--- config.mk ---
export PLATFORM = sky130hd
export DESIGN_NAME = blkprot_ctrl
export DESIGN_NICKNAME = d
export VERILOG_FILES = /design/src/rtl/blkprot_pkg.sv /design/src/rtl/blkprot_bits.sv /design/src/rtl/blkprot_lockreg.sv /design/src/rtl/blkprot_bank_arb.sv /design/src/rtl/blkprot_ctrl.sv
export SDC_FILE = /design/constraint.sdc
export NUM_CORES = 1
export LEC_CHECK = 0
export ABC_AREA = 1
export BUFFER_PORTS_ARGS = -buffer_cell sky130_fd_sc_hd__buf_2
export CORE_UTILIZATION = 50
export CTS_CLUSTER_SIZE = 14
export DETAILED_ROUTE_END_ITERATION = 7
export PLACE_DENSITY = 0.69
export SYNTH_ARGS = -nofsm -noshare
export SYNTH_HDL_FRONTEND = slang
export SYNTH_SLANG_ARGS = --single-unit
--- constraint.sdc ---
create_clock -name clk -period 9.5 [get_ports clk]
set_clock_uncertainty 0.2 [all_clocks]
set_input_delay 1.9 -clock clk [delete_from_list [all_inputs] [get_ports clk]]
set_output_delay 1.9 -clock clk [all_outputs]
set_load 0.05 [all_outputs]
--- src/rtl/blkprot_pkg.sv ---
// Shared opcode type and lock register bit positions for the block
// protection controller. Assumes 3-bit opcodes and a 3-bit lock register.
package blkprot_pkg;
    typedef enum logic [2:0] {
        OP_NONE   = 3'd0,
        OP_PROT   = 3'd1,
        OP_UNPROT = 3'd2,
        OP_LOCK   = 3'd3,
        OP_LRPROG = 3'd4
    } blk_op_e;

    localparam int LR_W       = 3;
    localparam int LR_FACTORY = 0;
    localparam int LR_USER    = 1;
    localparam int LR_BLK0    = 2;
endpackage

--- src/rtl/blkprot_bits.sv ---
// Per-block protect and lock bit storage. One slice is generated per block.
// Assumes at most one command per clock. An out-of-range index matches no
// slice, so it is dropped without any further logic.
module blkprot_bits
    import blkprot_pkg::*;
#(
    parameter int NUM_BLOCKS = 135,
    parameter int IDX_W      = $clog2(NUM_BLOCKS)
) (
    input  logic                  clk,
    input  logic                  rst_n,
    input  logic                  wp_n,
    input  logic                  cmd_valid,
    input  blk_op_e               cmd_op,
    input  logic [IDX_W-1:0]      cmd_blk,
    output logic [NUM_BLOCKS-1:0] prot_vec,
    output logic [NUM_BLOCKS-1:0] lock_vec
);
    for (genvar g = 0; g < NUM_BLOCKS; g++) begin : g_blk
        logic hit;
        logic frozen;

        // Decode whether this slice is the command target.
        assign hit    = cmd_valid && (cmd_blk == IDX_W'(g));
        // A locked slice ignores protect changes while the pin is low.
        assign frozen = lock_vec[g] && !wp_n;

        // Update the protect bit on protect/unprotect commands.
        always_ff @(posedge clk) begin
            if (!rst_n) begin
                prot_vec[g] <= 1'b1;
            end else if (hit && !frozen) begin
                if (cmd_op == OP_PROT) begin
                    prot_vec[g] <= 1'b1;
                end else if (cmd_op == OP_UNPROT) begin
                    prot_vec[g] <= 1'b0;
                end
            end
        end

        // Set the lock bit on a lock command; only reset clears it.
        always_ff @(posedge clk) begin
            if (!rst_n) begin
                lock_vec[g] <= 1'b0;
            end else if (hit && cmd_op == OP_LOCK) begin
                lock_vec[g] <= 1'b1;
            end
        end
    end
endmodule

--- src/rtl/blkprot_lockreg.sv ---
// One-time lock register. Bit 0 is a constant 1 that marks the factory half
// as never writable. Bits 1 and 2 can only be set, and only the power-on
// reset clears them. Assumes por_n is low once before use.
module blkprot_lockreg
    import blkprot_pkg::*;
(
    input  logic            clk,
    input  logic            por_n,
    input  logic            wr,
    input  logic [1:0]      wr_bits,
    output logic [LR_W-1:0] lockreg
);
    logic [1:0] otp_q;

    // OR new bits into the stored pair so that a bit can never be cleared.
    always_ff @(posedge clk) begin
        if (!por_n) begin
            otp_q <= 2'b00;
        end else if (wr) begin
            otp_q <= otp_q | wr_bits;
        end
    end

    // Present the register with the fixed factory bit at position 0.
    assign lockreg = {otp_q, 1'b1};
endmodule

--- src/rtl/blkprot_bank_arb.sv ---
// Tracks which bank a running program/erase occupies and flags requests
// that target the other bank. Blocks below BANK_A_BLOCKS are bank 0.
// Assumes the owner raises op_done once per accepted operation.
module blkprot_bank_arb #(
    parameter int BANK_A_BLOCKS = 39,
    parameter int IDX_W         = 8
) (
    input  logic             clk,
    input  logic             rst_n,
    input  logic             start,
    input  logic [IDX_W-1:0] req_blk,
    input  logic             op_done,
    output logic             req_bank,
    output logic             conflict,
    output logic             busy,
    output logic             busy_bank
);
    localparam logic [IDX_W-1:0] SPLIT = IDX_W'(BANK_A_BLOCKS);

    // Map the requested block to its bank.
    assign req_bank = (req_blk >= SPLIT);
    // A request conflicts when the other bank is occupied.
    assign conflict = busy && (req_bank != busy_bank);

    // Claim a bank on start and release it on completion.
    always_ff @(posedge clk) begin
        if (!rst_n) begin
            busy      <= 1'b0;
            busy_bank <= 1'b0;
        end else if (start) begin
            busy      <= 1'b1;
            busy_bank <= req_bank;
        end else if (op_done) begin
            busy      <= 1'b0;
        end
    end
endmodule

--- src/rtl/blkprot_ctrl.sv ---
// Top of the block protection controller. It combines the per-block bits,
// the one-time lock register and the bank tracker into the allow decisions.
// Assumes a single clock and synchronous resets. All decisions are
// combinational from the registered state and the request inputs.
module blkprot_ctrl
    import blkprot_pkg::*;
#(
    parameter int NUM_BLOCKS    = 135,
    parameter int BANK_A_BLOCKS = 39,
    parameter int IDX_W         = $clog2(NUM_BLOCKS)
) (
    input  logic             clk,
    input  logic             rst_n,
    input  logic             por_n,
    input  logic             wp_n,
    input  logic             cmd_valid,
    input  logic [2:0]       cmd_op,
    input  logic [IDX_W-1:0] cmd_blk,
    input  logic [1:0]       cmd_lrdata,
    input  logic             req_valid,
    input  logic [IDX_W-1:0] req_blk,
    input  logic             op_done,
    output logic             req_allow,
    input  logic             otp_req,
    input  logic             otp_seg,
    output logic             otp_allow,
    input  logic [IDX_W-1:0] qry_blk,
    output logic             qry_prot,
    output logic             qry_lock,
    output logic [2:0]       lockreg,
    output logic             busy,
    output logic             busy_bank
);
    blk_op_e               op;
    logic [NUM_BLOCKS-1:0] prot_vec;
    logic [NUM_BLOCKS-1:0] lock_vec;
    logic [LR_W-1:0]       lr_q;
    logic                  req_prot;
    logic                  req_bank;
    logic                  conflict;
    logic                  blk0_sealed;

    // Interpret the raw opcode bits.
    assign op = blk_op_e'(cmd_op);

    blkprot_bits #(
        .NUM_BLOCKS(NUM_BLOCKS),
        .IDX_W     (IDX_W)
    ) u_bits (
        .clk      (clk),
        .rst_n    (rst_n),
        .wp_n     (wp_n),
        .cmd_valid(cmd_valid),
        .cmd_op   (op),
        .cmd_blk  (cmd_blk),
        .prot_vec (prot_vec),
        .lock_vec (lock_vec)
    );

    blkprot_lockreg u_lr (
        .clk    (clk),
        .por_n  (por_n),
        .wr     (cmd_valid && op == OP_LRPROG),
        .wr_bits(cmd_lrdata),
        .lockreg(lr_q)
    );

    blkprot_bank_arb #(
        .BANK_A_BLOCKS(BANK_A_BLOCKS),
        .IDX_W        (IDX_W)
    ) u_arb (
        .clk      (clk),
        .rst_n    (rst_n),
        .start    (req_allow),
        .req_blk  (req_blk),
        .op_done  (op_done),
        .req_bank (req_bank),
        .conflict (conflict),
        .busy     (busy),
        .busy_bank(busy_bank)
    );

    // Look up the protect bit of the request target; out of range reads protected.
    always_comb begin
        req_prot = 1'b1;
        for (int i = 0; i < NUM_BLOCKS; i++) begin
            if (req_blk == IDX_W'(i)) req_prot = prot_vec[i];
        end
    end

    // Look up the query target; out of range reads protected and unlocked.
    always_comb begin
        qry_prot = 1'b1;
        qry_lock = 1'b0;
        for (int i = 0; i < NUM_BLOCKS; i++) begin
            if (qry_blk == IDX_W'(i)) begin
                qry_prot = prot_vec[i];
                qry_lock = lock_vec[i];
            end
        end
    end

    // The security block is sealed once its one-time bit is set.
    assign blk0_sealed = lr_q[LR_BLK0] && (req_blk == '0);

    // Program/erase decision from the protect bit, the seal and the bank.
    assign req_allow = req_valid && !req_prot && !blk0_sealed && !conflict;

    // Identification register write decision: the user half only, while open.
    assign otp_allow = otp_req && otp_seg && !lr_q[LR_USER];

    assign lockreg = lr_q;

    // req_bank is consumed inside the arbiter; keep the top-level copy tied off.
    logic unused_ok;
    assign unused_ok = req_bank;
endmodule

==> results.sh, run 1 <==
export IMPL_status="finished with violations"
export IMPL_violations="negative setup slack"
export IMPL_min_delay_start="u_lr.otp_q[0]"
export IMPL_final_max_slew_viol_count=0
export IMPL_gp_congestion=1.05
export IMPL_die_y_um=180
export IMPL_cpMostUsedCell="nand2_1"
export IMPL_drv_cap=0
export IMPL_slew_headroom_pct=19.9
export IMPL_route_detailed_drc=0
export IMPL_cts_sinks=274
export IMPL_clock_path_buffers=3
export IMPL_tightest_slew_ns=1.20
export IMPL_hold_class="flop to flop"
export IMPL_regToRegEndpoint="u_arb.busy_bank"
export IMPL_ios=47
export IMPL_dp_hpwl_mm=44.9
export IMPL_hold_depth=2
export IMPL_yosysSeqAreaShare_pct=34.6
export IMPL_endpoint_kind="primary output"
export IMPL_gr_usage_all_layers_pct=41.1
export IMPL_cp_data_required_time_ns=7.40
export IMPL_critPathMaxFanout=3
export IMPL_syn_inst=2553
export IMPL_first_iter_violations=2535
export IMPL_syn_area_per_cell_um2=6.21
export IMPL_die_x_um=180
export IMPL_fin_crit_sh_pct=116
export IMPL_initial_core_util_pct=51.3
export IMPL_r2r_start="u_bits.prot_vec[1]"
export IMPL_whs_endpoint="u_lr.otp_q[0]"
export IMPL_cp_data_arrival_time_ns=8.88
export IMPL_synth_area_mm2=0.0159
export IMPL_fin_crit_ns=10.98
export IMPL_cpMaxStageDelayCell="nor4_2"
export IMPL_max_freq_mhz=91.1
export IMPL_comb_power_share_pct=9.4
export IMPL_cts_root_buffer="clkbuf_16"
export IMPL_coreArea_mm2=0.0309
export IMPL_grt_pass1_vias=16777
export IMPL_wl_per_cell_um=22.0
export IMPL_vias=18566
export IMPL_p_int_w=0.00195
export IMPL_timing_critical_path_slowest_cell_delay_ns=0.26
export IMPL_r2r_cells=94
export IMPL_crit_type="input port to primary output"
export IMPL_wirelength_mm=68.2
export IMPL_portBuffers=45
export IMPL_switching_power_w=0.000708
export IMPL_p_seq_share_pct=43.4
export IMPL_grt_pass1_wl_mm=101
export IMPL_leakagePower_nw=6.95
export IMPL_cts_tree="done"
export IMPL_cts_buffers=30
export IMPL_cts_htree_levels=1
export IMPL_setup_violations=3
export IMPL_power_density_mw_per_mm2=142
export IMPL_avgViaCountPerCell=5.99
export IMPL_worst_slack_ns=-1.48
export IMPL_wl_met1_mm=26.8
export IMPL_wl_met2_mm=28.3
export IMPL_p_clk_share_pct=47.2
export IMPL_synth_net_count=2591
export IMPL_clk_insertion_delay_late_ns=0.58
export IMPL_power_w=0.00265
export IMPL_setup_tns_ns=-4.06
export IMPL_rsz0062_at_grt="true"
export IMPL_irDropWorstVdd_uv=140
export IMPL_final_layout_size_suffix_gt1_share_pct=12.4
export IMPL_gr_total_overflow=0
export IMPL_worst_setup_path_start_kind="input port"
export IMPL_antenna_found_initial=0
export IMPL_swShare_pct=26.7
export IMPL_ys_types=37
export IMPL_path_delay_family="simple AND/OR/NAND/NOR gates"
export IMPL_synth_warnings=0
export IMPL_rows=64
export IMPL_syn_to_final_growth_pct=17.8
export IMPL_detail_route_antenna_nets=0
export IMPL_worst_path_buf_inv=5
export IMPL_finalHoldViolCount=0
export IMPL_final_nets=2716
export IMPL_diodes=0
export IMPL_top_layer_used="met4"
export IMPL_path_clk_slew_ns=0.06
export IMPL_grt_max_degree=171
export IMPL_ys_ff_latch=274
export IMPL_dr_wl_met3_mm=8.20
export IMPL_dieArea_mm2=0.0324
export IMPL_ff2ff_setup_slack_ns=2.41
export IMPL_drtPass1Iterations=6
power groups by stage:
stage,sequential [W],clock (W),combinational [W]
global placement,0.00118,0,0.000229
finish,0.00115,0.00125,0.000250
CTS,0.00115,0.00126,0.000239
floorplan,0.00118,0,0.000117
detailed placement,0.00118,0,0.000230
global route,0.00115,0.00130,0.000258
cell usage in the layout, fill, tap and decap left out, types with 5 or more instances in the layout:
master	synthesis	routed
nor2_4	4	14
buf_6	0	10
inv_1	377	366
a21oi_1	283	282
clkbuf_1	91	5
nand2_2	9	9
clkinv_1	14	14
a2111oi_0	12	12
o2111ai_1	12	10
a31o_2	9	9
nand2_1	496	493
nor3_1	50	46
o211ai_1	126	126
inv_4	1	6
o21ai_0	146	145
o22ai_1	19	18
clkbuf_16	0	31
a31oi_1	14	14
nand3_1	122	120
nor2_1	364	355
nor3_2	3	6
dfxtp_1	274	274
nand3b_1	12	12
inv_2	12	15
buf_4	4	163
clkinv_2	0	8
buf_2	4	33
nand4_1	62	62
timing repair:
action	in CTS	in global routing
resized for setup	52	13
pin swaps	7	5
setup endpoints to repair	3	3
hold buffers	0	0
buffers inserted	4	0
layout make-up:
cell class	instances	area [µm²]
fillers	2978	12200
multi-input cells	1759	8550
flip-flops and latches	274	5490
repair buffers	209	1550
inverters	404	1550
clock buffers	40	850
well taps	396	495
clock inverters	16	194
per-layer routing:
layer / global-route usage, % / vias to the layer above
met3: 7.84 / 252
met2: 61.2 / 1150
li1: - / 8675
met4: 25.2 / 0
met1: 54.9 / 8489
met5: 0 / -
tightest hold or removal path, stage by stage, from the launching register on:
cell,delay (ns)
dfxtp_1,0.32
inv_1,0.05
a21oi_1,0.05
synth_stat cells (all sizes together):
master	number	area share (%)
inv	390	9.3
dfxtp	274	35
o22ai	19	0.75
o21ai	148	4.7
buf	25	0.72
or2	2	0.079
nor3	53	1.8
nor2	371	9.0
o32ai	2	0.11
nand3	122	3.9
a31o	9	0.50
o31ai	1	0.047
conb	1	0.024
a21o	1	0.047
nor4	1	0.039
nand2	505	12
a2111oi	12	0.66
clkbuf	91	2.2
a21oi	283	8.9
clkinv	14	0.33
a31oi	14	0.55
o211ai	126	6.0
nand4	62	2.4
xor2	1	0.055
or3	2	0.079
o2111ai	12	0.66
nand3b	12	0.57
cells by family (layout without fill, tap and decap cells):
| group | count (synthesis) | after routing | share of synthesized area [%] |
|---|---|---|---|
| AND/OR/NAND/NOR | 1130 | 1130 | 30.0 |
| AO/OA/AOI/OAI | 627 | 627 | 22.9 |
| buffers and inverters | 520 | 669 | 12.5 |
| flip-flops | 274 | 274 | 34.6 |
| other | 1 | 1 | 0.0237 |
| XOR/XNOR | 1 | 1 | 0.0553 |
worst max-delay path by stage:
stage,end,startpoint,cells past startpoint,slack (ns)
2_1_floorplan,qry_prot,qry_blk[7],80,-0.03
3_3_place_gp,qry_prot,qry_blk[6],83,-1.48
3_5_place_dp,qry_prot,qry_blk[6],83,-1.57
4_1_cts,qry_prot,qry_blk[6],83,-1.35
5_1_grt,qry_prot,qry_blk[7],83,-2.46
6_report,qry_lock,qry_blk[6],77,-1.48
sequential cells by signal, summed over array words and instances, names as in the netlist:
register and cells:
u_bits.lock_vec 135, u_bits.prot_vec 135, u_lr.otp_q 2, u_arb.busy 1, u_arb.busy_bank 1
stage by stage:
stage	std cells	cell area [µm²]	hold slack, ns	util (%)	setup WS (ns)
6_report	3098	18700	0.257	60.4	-1.48
5_1_grt	3098	18700	0.290	60.4	-2.46
2_1_floorplan	2553	15900	0.241	-	-0.0280
3_3_place_gp	3038	17400	0.248	56.2	-1.48
3_5_place_dp	3038	17400	0.254	56.2	-1.57
4_1_cts	3098	18600	0.263	60.3	-1.35
(Power assumes the default switching activity.)
==> inputs of run 2 (changes only) <==
--- a/config.mk
+++ b/config.mk
@@ -10,7 +10,8 @@
 export CORE_UTILIZATION = 50
 export CTS_CLUSTER_SIZE = 14
 export DETAILED_ROUTE_END_ITERATION = 7
-export PLACE_DENSITY = 0.69
+export GPL_TIMING_DRIVEN = 0
+export PLACE_DENSITY = 0.66
 export SYNTH_ARGS = -nofsm -noshare
 export SYNTH_HDL_FRONTEND = slang
 export SYNTH_SLANG_ARGS = --single-unit
==> constraint.sdc (replaced) <==
create_clock -name clk -period 12.1 [get_ports clk]
set_clock_uncertainty 0.2 [all_clocks]
set_input_delay 2.42 -clock clk [delete_from_list [all_inputs] [get_ports clk]]
set_output_delay 2.42 -clock clk [all_outputs]
set_load 0.05 [all_outputs]
==> run 2 against run 1 <==
  * The run ends with design-rule violations, max-capacitance violations, max-slew violations, negative setup slack left
  * Register-to-register slack improved by 1.9 ns
  * First-iteration DRC count increased by 21%
  * Combinational power decreased by 15%
  * Clock power decreased by 19%
  * Worst setup slack improved by 0.25 ns
  * Die area unchanged
  * Largest cell class unchanged
==> results.sh, run 2 (synthesis results as in run 1) <==
export IMPL_min_delay_start="u_bits.prot_vec[64]"
export IMPL_hold_depth=2
export IMPL_cp_data_required_time_ns=9.48
export IMPL_drtPass1Iterations=8
export IMPL_r2r_start="u_bits.prot_vec[1]"
export IMPL_leakagePower_nw=6.54
export IMPL_rsz0062_at_grt="true"
export IMPL_cts_tree="done"
export IMPL_path_clk_slew_ns=0.05
export IMPL_crit_type="input port to primary output"
export IMPL_gr_usage_all_layers_pct=47.9
export IMPL_worst_slack_ns=-1.23
export IMPL_wirelength_mm=79.2
export IMPL_multi_input_area_mm2=0.00871
export IMPL_max_freq_mhz=75.0
export IMPL_initial_core_util_pct=51.3
export IMPL_drv_cap=1
export IMPL_clock_path_buffers=3
export IMPL_slew_headroom_pct=-1.50
export IMPL_avgViaCountPerCell=6.33
export IMPL_die_y_um=180
export IMPL_cts_buffers=31
export IMPL_grt_pass1_wl_mm=114
export IMPL_hold_class="flop to flop"
export IMPL_coreArea_mm2=0.0309
export IMPL_antenna_found_initial=6
export IMPL_ios=47
export IMPL_grt_max_degree=17
export IMPL_final_cell_mix="nand2_1 (479), inv_1 (364), nor2_1 (352)"
export IMPL_wl_per_cell_um=25.7
export IMPL_critPathMaxFanout=8
export IMPL_power_w=0.00213
export IMPL_regToRegEndpoint="u_arb.busy_bank"
export IMPL_cts_htree_levels=1
export IMPL_r2r_cells=93
export IMPL_clk_insertion_delay_late_ns=0.61
export IMPL_power_density_mw_per_mm2=116
export IMPL_whs_endpoint="u_bits.prot_vec[64]"
export IMPL_gp_congestion=1.05
export IMPL_cpMostUsedCell="nand2_1"
export IMPL_final_common_cell="nand2_1"
export IMPL_tightest_slew_ns=1.52
export IMPL_cts_sinks=274
export IMPL_fin_util_pct=59.2
export IMPL_detail_route_antenna_nets=0
export IMPL_first_iter_violations=3061
export IMPL_ff2ff_setup_slack_ns=4.32
export IMPL_violations="design-rule violations, max-capacitance violations, max-slew violations, negative setup slack"
export IMPL_endpoint_kind="primary output"
export IMPL_final_nets=2696
export IMPL_worst_setup_path_start_kind="input port"
export IMPL_cpMaxStageDelayCell="a21oi_2"
export IMPL_gr_total_overflow=0
export IMPL_cts_root_buffer="clkbuf_16"
export IMPL_timing_critical_path_slowest_cell_delay_ns=0.19
export IMPL_vias=19528
export IMPL_final_layout_size_suffix_gt1_share_pct=8.68
export IMPL_dieArea_mm2=0.0324
export IMPL_grt_pass1_vias=17361
export IMPL_dp_hpwl_mm=54.5
export IMPL_final_max_slew_viol_count=10
export IMPL_status="finished with violations"
export IMPL_cts_hold_buf=0
export IMPL_die_x_um=180
export IMPL_reg_largest_list="u_bits.lock_vec: 135 flops, u_bits.prot_vec: 135 flops, u_lr.otp_q: 2 flops"
export IMPL_regArea_mm2=0.00549
export IMPL_rows=64
export IMPL_setup_violations=3
export IMPL_route_detailed_drc=1
export IMPL_portBuffers=43
export IMPL_irDropWorstVdd_uv=126
export IMPL_syn_to_final_growth_pct=15.5
export IMPL_fin_crit_ns=13.33
export IMPL_fin_crit_sh_pct=110
export IMPL_finalHoldViolCount=0
export IMPL_fill_cells=3090
export IMPL_cp_data_arrival_time_ns=10.71
[run 2: cell types whose count changed in the layout (fill, tap and decap cells not counted), moves of 4 or more]
cell,change
clkinv_2,-7
nand2_2,+7
nand3_1,-6
nand2_1,-14
nand2_4,+5
nor2_2,+5
clkbuf_8,+8
nand3_2,+5
buf_1,+17
diode_2,+4
clkbuf_1,+96
clkinvlp_4,+4
buf_4,-126
[run 2: timing repair]
item | in CTS | in global routing
gates resized for setup | 100 | 24
setup endpoints to repair | 3 | 3
buffers inserted | 28 | 1
pin swaps | 28 | 15
[run 2: layout make-up]
cell class,count,area share (%)
Multi-Input combinational cell,1759,47.6
Sequential cell,274,30.0
Inverter,404,8.62
Clock buffer,53,5.34
Timing Repair Buffer,72,2.74
Tap cell,396,2.71
Buffer,116,2.52
Clock inverter,5,0.506
Antenna cell,4,0.0547
[run 2: how the worst max path moves through the flow]
stage                     depth (start not counted)  slack, ns  endpoint       start
after global routing                             77      -1.72  qry_lock  qry_blk[0]
after detailed placement                         72      -1.65  qry_prot  qry_blk[7]
after global placement                           72      -1.70  qry_prot  qry_blk[7]
after CTS                                        82      -0.93  qry_prot  qry_blk[4]
after floorplan                                  80       1.43  qry_prot  qry_blk[7]
final                                            82      -1.23  qry_prot  qry_blk[4]
[run 2: metrics by stage]
stage          worst slack [ns]  hold WS (ns)  cell area [µm²]  instances  setup TNS, ns
6_report                  -1.23         0.268            18300       3083          -2.85
3_3_place_gp              -1.70         0.250            16600       2992          -3.95
5_1_grt                   -1.72         0.288            18300       3079          -4.46
4_1_cts                  -0.930         0.266            18200       3078          -1.88
3_5_place_dp              -1.65         0.257            16600       2992          -3.88
2_1_floorplan              1.43         0.241            15900       2553              0
[run 2: worst max-delay path: cells and delay by family]
kind | cells | cell delay, ns
buf+inv | 3 | 0.36
compound gates | 4 | 0.61
simple gates | 75 | 7.29
[run 2: per-layer routing]
metal | GRT usage [%] | vias up | part of all wire (%)
li1 | - | 8651 | -
met5 | 0 | - | 0.052
met4 | 31.8 | 6 | 8.2
met3 | 15.0 | 414 | 15
met2 | 68.7 | 1516 | 39
met1 | 61.6 | 8941 | 37
[run 2: power by group]
group | total [W] | leakage (nW) | switching [W] | internal (W)
Combinational | 0.000212 | 3.81 | 0.000173 | 0.0000391
Sequential | 0.000904 | 2.21 | 0.000000804 | 0.000903
Clock | 0.00101 | 0.522 | 0.000420 | 0.000589
